## src/rtl/trig_seq_pkg.sv

```systemverilog
package trig_seq_pkg;

    typedef enum logic [2:0] {
        SQ_IDLE  = 3'd0,
        SQ_FETCH = 3'd1,
        SQ_WRITE = 3'd2,
        SQ_HOLD  = 3'd3,
        SQ_WAIT  = 3'd4
    } sq_state_e;

    localparam int BYTE_W = 8;

endpackage

```

## src/rtl/trig_us_tick.sv

```systemverilog
module trig_us_tick #(
    parameter int CYC_PER_US = 50
) (
    input  logic clk,
    input  logic rst_n,
    input  logic clr_i,
    output logic tick_o
);
    localparam int CNT_W = (CYC_PER_US > 1) ? $clog2(CYC_PER_US) : 1;
    localparam logic [CNT_W-1:0] LAST = CNT_W'(CYC_PER_US - 1);

    logic [CNT_W-1:0] cnt_d, cnt_q;

    always_comb begin
        tick_o = (cnt_q == LAST);
        if (clr_i || tick_o) cnt_d = '0;
        else                 cnt_d = cnt_q + 1'b1;
    end

    always_ff @(posedge clk or negedge rst_n) begin
        if (!rst_n) cnt_q <= '0;
        else        cnt_q <= cnt_d;
    end
endmodule

```

## src/rtl/trig_hold_timer.sv

```systemverilog
module trig_hold_timer
    import trig_seq_pkg::*;
(
    input  logic              clk,
    input  logic              rst_n,
    input  logic              load_i,
    input  logic [BYTE_W-1:0] load_val_i,
    input  logic              tick_i,
    output logic              expire_o
);
    logic [BYTE_W-1:0] left_d, left_q;

    always_comb begin
        expire_o = tick_i && (left_q == BYTE_W'(1));
        left_d   = left_q;
        if (load_i)                        left_d = load_val_i;
        else if (tick_i && left_q != '0)   left_d = left_q - 1'b1;
    end

    always_ff @(posedge clk or negedge rst_n) begin
        if (!rst_n) left_q <= '0;
        else        left_q <= left_d;
    end
endmodule

```

## src/rtl/trig_seq.sv

```systemverilog
module trig_seq
    import trig_seq_pkg::*;
#(
    parameter int CLK_HZ = 50_000_000,
    parameter int ADDR_W = 8,
    parameter int REG_W  = 2
) (
    input  logic              clk,
    input  logic              rst_n,
    input  logic              start_i,
    input  logic [REG_W-1:0]  reg_sel_i,
    input  logic [ADDR_W:0]   len_i,
    output logic [ADDR_W-1:0] tbl_addr_o,
    input  logic [7:0]        tbl_data_i,
    output logic              wr_en_o,
    output logic [REG_W-1:0]  wr_reg_o,
    output logic [7:0]        wr_data_o,
    output logic              done_o
);
    localparam int CYC_PER_US = (CLK_HZ / 1_000_000 < 1) ? 1 : CLK_HZ / 1_000_000;

    typedef struct packed {
        sq_state_e         state;
        logic [ADDR_W-1:0] addr;
        logic [ADDR_W-1:0] pairs;
        logic [REG_W-1:0]  rsel;
        logic              wr_en;
        logic [7:0]        wr_data;
        logic              done;
    } sq_regs_t;

    sq_regs_t q, n;

    logic              hold_load;
    logic              pair_end;
    logic              us_tick;
    logic              hold_expire;
    logic [ADDR_W-1:0] pairs_in;

    assign pairs_in = len_i[ADDR_W:1];

    trig_us_tick #(.CYC_PER_US(CYC_PER_US)) u_tick (
        .clk    (clk),
        .rst_n  (rst_n),
        .clr_i  (hold_load),
        .tick_o (us_tick)
    );

    trig_hold_timer u_hold (
        .clk        (clk),
        .rst_n      (rst_n),
        .load_i     (hold_load),
        .load_val_i (tbl_data_i),
        .tick_i     (us_tick),
        .expire_o   (hold_expire)
    );

    always_comb begin
        n         = q;
        n.wr_en   = 1'b0;
        n.done    = 1'b0;
        hold_load = 1'b0;
        pair_end  = 1'b0;
        unique case (q.state)
            SQ_IDLE: begin
                if (start_i) begin
                    if (pairs_in == '0) begin
                        n.done = 1'b1;
                    end else begin
                        n.state = SQ_FETCH;
                        n.addr  = '0;
                        n.pairs = pairs_in;
                        n.rsel  = reg_sel_i;
                    end
                end
            end
            SQ_FETCH: begin
                n.addr  = q.addr + 1'b1;
                n.state = SQ_WRITE;
            end
            SQ_WRITE: begin
                n.wr_en   = 1'b1;
                n.wr_data = tbl_data_i;
                n.state   = SQ_HOLD;
            end
            SQ_HOLD: begin
                if (tbl_data_i == 8'd0) begin
                    pair_end = 1'b1;
                end else begin
                    hold_load = 1'b1;
                    n.state   = SQ_WAIT;
                end
            end
            SQ_WAIT: begin
                if (hold_expire) pair_end = 1'b1;
            end
            default: n.state = SQ_IDLE;
        endcase

        if (pair_end) begin
            if (q.pairs == ADDR_W'(1)) begin
                n.state = SQ_IDLE;
                n.done  = 1'b1;
            end else begin
                n.pairs = q.pairs - 1'b1;
                n.addr  = q.addr + 1'b1;
                n.state = SQ_FETCH;
            end
        end
    end

    always_ff @(posedge clk or negedge rst_n) begin
        if (!rst_n) q <= '0;
        else        q <= n;
    end

    assign tbl_addr_o = q.addr;
    assign wr_en_o    = q.wr_en;
    assign wr_reg_o   = q.rsel;
    assign wr_data_o  = q.wr_data;
    assign done_o     = q.done;
endmodule


```

## config.mk

```make
export PLATFORM = sky130hd
export DESIGN_NAME = trig_seq
export DESIGN_NICKNAME = d
export VERILOG_FILES = /design/src/rtl/trig_seq_pkg.sv /design/src/rtl/trig_us_tick.sv /design/src/rtl/trig_hold_timer.sv /design/src/rtl/trig_seq.sv
export SDC_FILE = /design/constraint.sdc
export NUM_CORES = 1
export LEC_CHECK = 0
export ABC_CLOCK_PERIOD_IN_PS = 6200
export BUFFER_PORTS_ARGS = -buffer_cell sky130_fd_sc_hd__clkbuf_2
export CORE_ASPECT_RATIO = 0.8
export CORE_MARGIN = 2
export CORE_UTILIZATION = 60
export CTS_CLUSTER_SIZE = 20
export DETAILED_ROUTE_END_ITERATION = 8
export PLACE_DENSITY = 0.83
export RECOVER_POWER = 50
export SLEW_MARGIN = 40
export SYNTH_ARGS = -nofsm -noshare
export SYNTH_HDL_FRONTEND = slang
export SYNTH_HIERARCHICAL = 1
export SYNTH_SLANG_ARGS = --single-unit
```

## constraint.sdc

```tcl
create_clock -name clk -period 6.2 [get_ports clk]
set_input_delay 0.62 -clock clk [delete_from_list [all_inputs] [get_ports clk]]
set_output_delay 0.62 -clock clk [all_outputs]
set_load 0.01 [all_outputs]
```

==> results by group, run 1 <==
Outcome
  – Outcome: finished with violations
  – Violated checks: capacitance limit, slew limit

Pwr
  – Leak: between 1 and 1.5 nW
  – Comb pwr share: about two fifths
  – Total internal power: 0.000724 W
  – Reg power frac: 45.1%
  – Switching power: 0.000485 W
  – Sw Share: between 40% and 50%
  – Clock Power Share: ~15%
  – Power per Cell Area: roughly 440 nW/um2
  – Peak VDD IR: around 250 uV

Final layout
  – Diode count: 0
  – Area of the multi-input gates: around 1200 um2
  – # fillers: approximately 360
  – Synthesis-to-finish area growth: 7.90%
  – Register Area: roughly 1100 um2
  – Net count, final: 302
  – Final core occ: 66.7%
  – Share of cells above drive strength 1: 23.4%
  – Final instance area: between 2000 and 3000 um2

Critical path
  – Reg2Reg Depth: 5
  – Crit path required time: about 6400 ps
  – CP Capture Type: flip-flop
  – Setup CP Type: flip-flop to flip-flop
  – Crit-path max FO: 13
  – Critical Path AT: 2700 ps
  – CP startpoint kind: flip-flop

Die
  – Horiz. Die Dim: 76.9 um
  – FP Rows: 21
  – Die Footprint: between 4000 and 5000 um2
  – Die H: roughly 62 um
  – Core area: between 4000 and 5000 um2
  – Initial core utilization: about three fifths
  – I/O pin cnt: 42

CTS
  – Root Driver: clkbuf_8
  – Post-CTS sizing: 0
  – H-tree Lvls: 2
  – Clock Latency Late Sink: ~300 ps
  – Clock sinks: 45
  – CTS clock-pin slew for the worst setup and hold paths: about 90 ps
  – # Post-CTS Setup Buffers: 0
  – Cts hold-fix bufs: 0
  – CTS tree: done
  – CTS buffer count: 5
  – Maximum clock insertion buffer count: 2

Route
  – Vias: slightly above 2000
  – Post-DRT Antenna Nets: 0
  – Via/cell ratio: around 6.2
  – Drt total wl: 5170 um
  – # DRC: 0
  – Wire per inst: roughly 16 um
  – DRT Pass-1 Iters: 4
  – Initial DRC Count: 201

Synthesis
  – Post-synthesis sequential area ratio: 44.2%
  – Compound-gate portion of the synthesized area: about 17%
  – Post-synth EDFFs: 0
  – Ys async rst share: 100%
  – Most common cell in the netlist: dfrtp_1
  – Cell taking the most area after synthesis: dfrtp_1
  – Post-synthesis instance area: 2550 um2
  – Ys flop type: dfrtp_1
  – Yosys reg bits: 45
  – Synthesized Nets: approximately 280
  – Synth warn: 6
  – Syn_area_per_cell: between 10 and 15 um2
  – Synth area leaders: dfrtp_1 44%, buf_4 5.3%, mux2_2 4.4%
  – Post-synth top area share: 44.2%
  – Synth Area in Simple Gates: about a fifth
  – Library cells used by synthesis: 58
  – Mapped Cells: 250
  – Post-Synth XOR/XNOR Area: under 10%
  – Multiplexer share of the synthesized area: 4.42%
  – Post-synth top cells: 45 x dfrtp_1, 20 x nor2_1, 18 x buf_4, 11 x nand2_1, 10 x mux2_2
  – Largest family of logic cells by synthesized area: simple AND/OR/NAND/NOR gates
  – Adder-cell share of the synthesized area: between 3 and 4%

STA
  – Max Fclk: roughly 400 MHz
  – Slew margin rel.: -57.1%
  – Fin. max-slew vios: 46
  – Shortest period the worst path allows: about 2500 ps
  – Final hold viol count: 0
  – # setup viols final: 0
  – Setup_tns: 0 ps
  – Final worst path period share: 40.2%
  – Max Clock Skew: between 10 and 15 ps
  – RSZ-0062 raised after global routing: no
  – Worst-margin pin slew: between 2000 and 2500 ps

Placed design
  – Dpl hpwl: 3650 um
  – Gpl congestion: 0.818
  – Placed Area: 2670 um2
  – Port bufs: 40

Min path
  – HP Class: flip-flop to flip-flop
  – Worst hold path depth: 1

GRT
  – First-pass GRT wire length: about 9000 um
  – GRT Residual Overflow: 0
  – Largest net degree at the start of global routing: 46
  – Initial antenna violation count: 0
  – Total Routing Usage GR: between 20% and 30%
  – Vias in the first global route: about 2000

Run
  – Total of max-cap violations: 1
[through the flow]
stage	worst slack [ps]	cells	total power [W]	hold WS, ps
floorplan	3830	250	0.000933	324
detailed placement	3470	323	0.00103	497
global route	3190	331	0.00131	535
global placement	3510	323	0.00100	490
finish	3710	331	0.00121	516
CTS	3710	331	0.00121	408
[metal layers]
layer	track usage, %	vias to the layer above	routed length, um
li1	-	968	-
met1	32.0	1015	2350
met2	37.6	67	2530
met3	4.22	2	280
met4	6.14	0	17
met5	0	-	0
[state kept, by name, indices dropped and copies added, names as in the netlist]
register       cells
q                 11
tbl_addr_o         8
u_hold/left_q      8
wr_data_o          8
u_tick/cnt_q       6
wr_reg_o           2
done_o             1
wr_en_o            1
[layout by cell type, fill, tap and decap left out, drive strengths merged, types with 3 or more instances in the layout]
| cell type | synthesis | routed |
|---|---|---|
| clkbuf | 5 | 47 |
| dfrtp | 45 | 45 |
| nor2 | 20 | 20 |
| nand2 | 11 | 11 |
| mux2 | 10 | 10 |
| nand3 | 10 | 10 |
| inv | 9 | 9 |
| a21oi | 8 | 8 |
| ha | 7 | 7 |
| o21ai | 7 | 7 |
| or4 | 6 | 6 |
| nor3b | 5 | 5 |
| and3 | 5 | 5 |
| xnor2 | 5 | 5 |
| nor3 | 5 | 5 |
| a31oi | 5 | 5 |
| or2 | 4 | 4 |
| o311ai | 4 | 4 |
| xor2 | 4 | 4 |
| o211ai | 4 | 4 |
| nor4 | 4 | 4 |
| o41ai | 3 | 3 |
| or3 | 3 | 3 |
| a221o | 3 | 3 |
[power groups by stage]
stage	clock network, W	logic, W	registers, W
5_1_grt	0.000198	0.000544	0.000564
4_1_cts	0.000184	0.000491	0.000538
3_3_place_gp	0	0.000469	0.000534
2_1_floorplan	0	0.000422	0.000511
3_5_place_dp	0	0.000489	0.000543
6_report	0.000179	0.000485	0.000545
[final timing paths]
path,from,endpoint,slack (ps)
worst max-delay path,q[15],tbl_addr_o[6],3710
worst min-delay path,wr_data_o[2],wr_data_o[2],520
worst max register to register,q[15],tbl_addr_o[6],3710
max in group asynchronous,rst_n,u_hold/left_q[2],3740
worst min register to register,wr_data_o[2],wr_data_o[2],520
min in group asynchronous,rst_n,wr_data_o[3],1130
[cell type report]
cell class	instances	area share [%]
flip-flops and latches	45	40.9
multi-input cells	169	44.5
well taps	57	2.59
repair buffers	43	7.55
inverters	9	1.23
clock buffers	6	2.64
clock inverters	2	0.546
[cells by family (layout without fill, tap and decap cells)]
logic type               count (synthesis)  in the layout
buffers and inverters                   36             60
multiplexers                            10             10
XOR/XNOR                                 9              9
AND/OR/NAND/NOR                         88             88
flip-flops                              45             45
AO/OA/AOI/OAI                           55             55
adder cells (fa/ha/maj)                  7              7
[critical path, stage by stage (launching register included)]
cell	delay, ps
dfrtp_1	460
or4_4	570
or4b_4	540
o21a_4	200
a311o_4	380
a311oi_2	250
Power figures use the tool's default switching activity.
==> run 2: changes to the inputs <==
Settings changed: ABC_AREA set to 1, ABC_CLOCK_PERIOD_IN_PS 6200 to 2580, CORE_UTILIZATION 60 to 57, PLACE_DENSITY 0.83 to 0.79.
Clock period 6.2 ns to 2.58 ns, I/O delays scaled along.
==> run 2 against run 1 <==
  * The flow now finishes without violations
  * Count of clock-buffer cells in the layout is 1 higher
  * Sequential share of layout area is 3.5 points lower
  * Critical path depth is 7 higher
  * Combinational power grew to 3.1 times the previous value
==> results by group, run 2 <==
Synthesis
  – Syn_area_per_cell: 7.54 um2 (-26%)
  – Mapped Cells: 372 (+49%)
  – Most common cell in the netlist: nand2_1
  – Post-synthesis instance area: 2800 um2 (+10%)
  – Synthesized Nets: 401 (+44%)
  – Post-synth top cells: 127 x nand2_1, 45 x dfrtp_1, 39 x inv_1, 35 x nand3_1, 31 x nor2_1
  – Synth area leaders: dfrtp_1 40%, nand2_1 17%, nand3_1 6.2%
  – Post-synthesis sequential area ratio: 40.2% (-4.0 points)
  – Yosys reg bits: 45 (unchanged)
  – Post-synth EDFFs: 0 (unchanged)
  – Post-synth top area share: 40.2% (-4.0 points)
  – Ys async rst share: 100% (unchanged)
  – Cell taking the most area after synthesis: dfrtp_1
  – Ys flop type: dfrtp_1
  – Library cells used by synthesis: 30 (-48%)
  – Synth warn: 6 (unchanged)

Final layout
  – Diode count: 0 (unchanged)
  – Net count, final: 432 (+43%)
  – Highest-count cells in the layout ignoring fill and taps: 127 x nand2_1, 45 x dfrtp_1, 40 x inv_1
  – # fillers: 421 (+19%)
  – Area of the multi-input gates: 1350 um2 (+10%)
  – Register Area: 1130 um2 (unchanged)
  – Largest register FFs: 11 (unchanged)
  – Share of cells above drive strength 1: 14.4% (-9.0 points)
  – Non-Filler Instances: 463 (+40%)
  – Most common cell after layout, fill and taps aside: nand2_1
  – Top reg by flops: q
  – Synthesis-to-finish area growth: 7.36%

GRT
  – Largest net degree at the start of global routing: 26 (-43%)
  – First-pass GRT wire length: 9890 um (+10%)
  – Vias in the first global route: 2208 (+12%)
  – Initial antenna violation count: 0 (unchanged)
  – Total Routing Usage GR: 23.6% (+0.56 points)
  – GRT Residual Overflow: 0 (unchanged)

Die
  – Initial core utilization: 60.3% (-1.5 points)
  – I/O pin cnt: 42 (unchanged)
  – Core area: 4650 um2 (+13%)
  – Horiz. Die Dim: 82.4 um (+7.2%)
  – Die Footprint: 5500 um2 (+15%)
  – Die H: 66.7 um (+7.1%)
  – FP Rows: 22 (+4.8%)

Critical path
  – Crit path required time: 2810 ps (-3600 ps)
  – Setup CP Type: flip-flop to flip-flop
  – CP startpoint kind: flip-flop
  – CP max stage cell: dfrtp_1
  – CP Capture Type: flip-flop
  – Critical Path AT: 2430 ps (-270 ps)
  – Worst-path cell chain: inv_1, ha_1, nand3_2, nor2_1, nand3_1, nor2_1, nand4_1, nand2_2, nand2_4, nand2_2, nand2_1, nand2_1
  – Crit-path max FO: 18 (+5)
  – Reg2Reg Depth: 12 (+7)
  – Slowest stage delay, CP: 430 ps (-140 ps)

STA
  – # setup viols final: 0 (unchanged)
  – Slew margin rel.: 10.2% (+67 points)
  – Final worst path period share: 85.5% (+45 points)
  – RSZ-0062 raised after global routing: no
  – Final hold viol count: 0 (unchanged)
  – Worst-margin pin slew: 1350 ps (-1010 ps)
  – Fin. max-slew vios: 0 (-100%)
  – Setup_tns: 0 ps (unchanged)
  – Max Clock Skew: 7.49 ps (-4.48 ps)
  – Shortest period the worst path allows: 2200 ps (-287 ps)
  – Max Fclk: 454 MHz (+13%)

CTS
  – Clock sinks: 45 (unchanged)
  – Clock Latency Late Sink: 290 ps (about the same)
  – H-tree Lvls: 2 (unchanged)
  – Root Driver: clkbuf_8
  – Post-CTS sizing: 0 (unchanged)
  – Maximum clock insertion buffer count: 2 (unchanged)
  – CTS buffer count: 5 (unchanged)
  – CTS tree: done
  – CTS clock-pin slew for the worst setup and hold paths: 80 ps (about the same)

Pwr
  – Clock Power Share: 13.8% (-1.0 points)
  – Sw Share: 45.5% (+5.3 points)
  – Reg power frac: 39.8% (-5.3 points)
  – Comb pwr share: 46.5% (+6.3 points)
  – Peak VDD IR: 603 uV (+140%)
  – Total internal power: 0.00174 W (+140%)
  – Switching power: 0.00145 W (+200%)
  – Power per Cell Area: 1060 nW/um2 (+140%)
  – Leak: 1.58 nW (+34%)

Placed design
  – Port bufs: 40 (unchanged)
  – Gpl congestion: 0.927 (+13%)
  – Placed cell count: 455 (+41%)
  – Dpl hpwl: 4210 um (+15%)

Min path
  – HP Class: input port to flip-flop
  – Worst hold path depth: 3 (+2)

Route
  – Post-DRT Antenna Nets: 0 (unchanged)
  – Wire per inst: 12.4 um (-21%)
  – Initial DRC Count: 145 (-28%)
  – DRT Pass-1 Iters: 4 (unchanged)
  – Drt total wl: 5750 um (+11%)
  – # DRC: 0 (unchanged)
  – Vias: 2295 (+12%)
  – Via/cell ratio: 4.96 (-20%)

Outcome
  – Outcome: complete, no violations

Run
  – Total of max-cap violations: 0 (-1)
## run 2: worst max-delay path, delay by kind of cell (launching register included)
kind | cells | cell delay, ps
AND/OR/NAND/NOR | 10 | 1500
flip-flops | 1 | 430
adder cells (fa/ha/maj) | 1 | 150
buffers and inverters | 1 | 70
## run 2: path summary, 6_finish.rpt
check                                end            start  slack, ps
hold / removal               wr_reg_o[1]     reg_sel_i[1]        200
hold reg to reg             wr_data_o[1]     wr_data_o[1]        480
max in group asynchronous   wr_data_o[6]            rst_n        730
setup / recovery           tbl_addr_o[3]  u_tick/cnt_q[1]        380
min in group asynchronous  tbl_addr_o[1]            rst_n        790
setup reg to reg           tbl_addr_o[3]  u_tick/cnt_q[1]        380
## run 2: power by group through the flow
stage               registers, W  logic [W]  clock network (W)
finish                   0.00127    0.00148           0.000440
global placement         0.00126    0.00144                  0
global route             0.00132    0.00171           0.000472
CTS                      0.00127    0.00152           0.000453
floorplan                0.00122    0.00127                  0
detailed placement       0.00128    0.00150                  0
## run 2: layout make-up
type | count | share of cell area [%]
Multi-Input combinational cell | 261 | 44.8
Sequential cell | 45 | 37.4
Timing Repair Buffer | 45 | 6.86
Inverter | 45 | 5.61
Clock buffer | 7 | 2.87
Tap cell | 60 | 2.49
## run 2: per-stage QoR
| stage | power, W | hold WS (ps) | area [um2] | util (%) | worst slack [ps] |
|---|---|---|---|---|---|
| 4_1_cts | 0.00324 | 185 | 3040 | 65.4 | 365 |
| 3_5_place_dp | 0.00278 | 312 | 2950 | 63.4 | 393 |
| 6_report | 0.00320 | 196 | 3010 | 64.7 | 375 |
| 2_1_floorplan | 0.00249 | -37.6 | 2800 | - | 681 |
| 3_3_place_gp | 0.00270 | 308 | 2950 | 63.4 | 516 |
| 5_1_grt | 0.00350 | 199 | 3010 | 64.7 | 135 |
## run 2: per-layer routing
metal / GRT usage, % / share of wire [%] / up-vias
met5: 0 / 0 / -
met2: 37.3 / 45 / 55
met3: 4.07 / 5.0 / 4
met1: 33.5 / 49 / 1034
li1: - / - / 1202
met4: 6.25 / 0.80 / 0
## run 2: timing repair
item / in CTS / in global routing
hold buffers: 1 / 0
endpoints found under the hold margin: 23 / 0
endpoints found under the setup margin: 0 / 0
setup buffers: 0 / 0
## run 2: cells by family (layout without fill, tap and decap cells)
| group | count (synthesis) | count (layout) | share of synthesized area, % |
|---|---|---|---|
| buffers and inverters | 66 | 97 | 11.8 |
| and+or+nand+nor | 218 | 218 | 34.6 |
| adders and majority gates | 7 | 7 | 3.12 |
| AOI/OAI and AO/OA | 22 | 22 | 5.98 |
| DFF | 45 | 45 | 40.2 |
| xor gates and xnor gates | 14 | 14 | 4.37 |
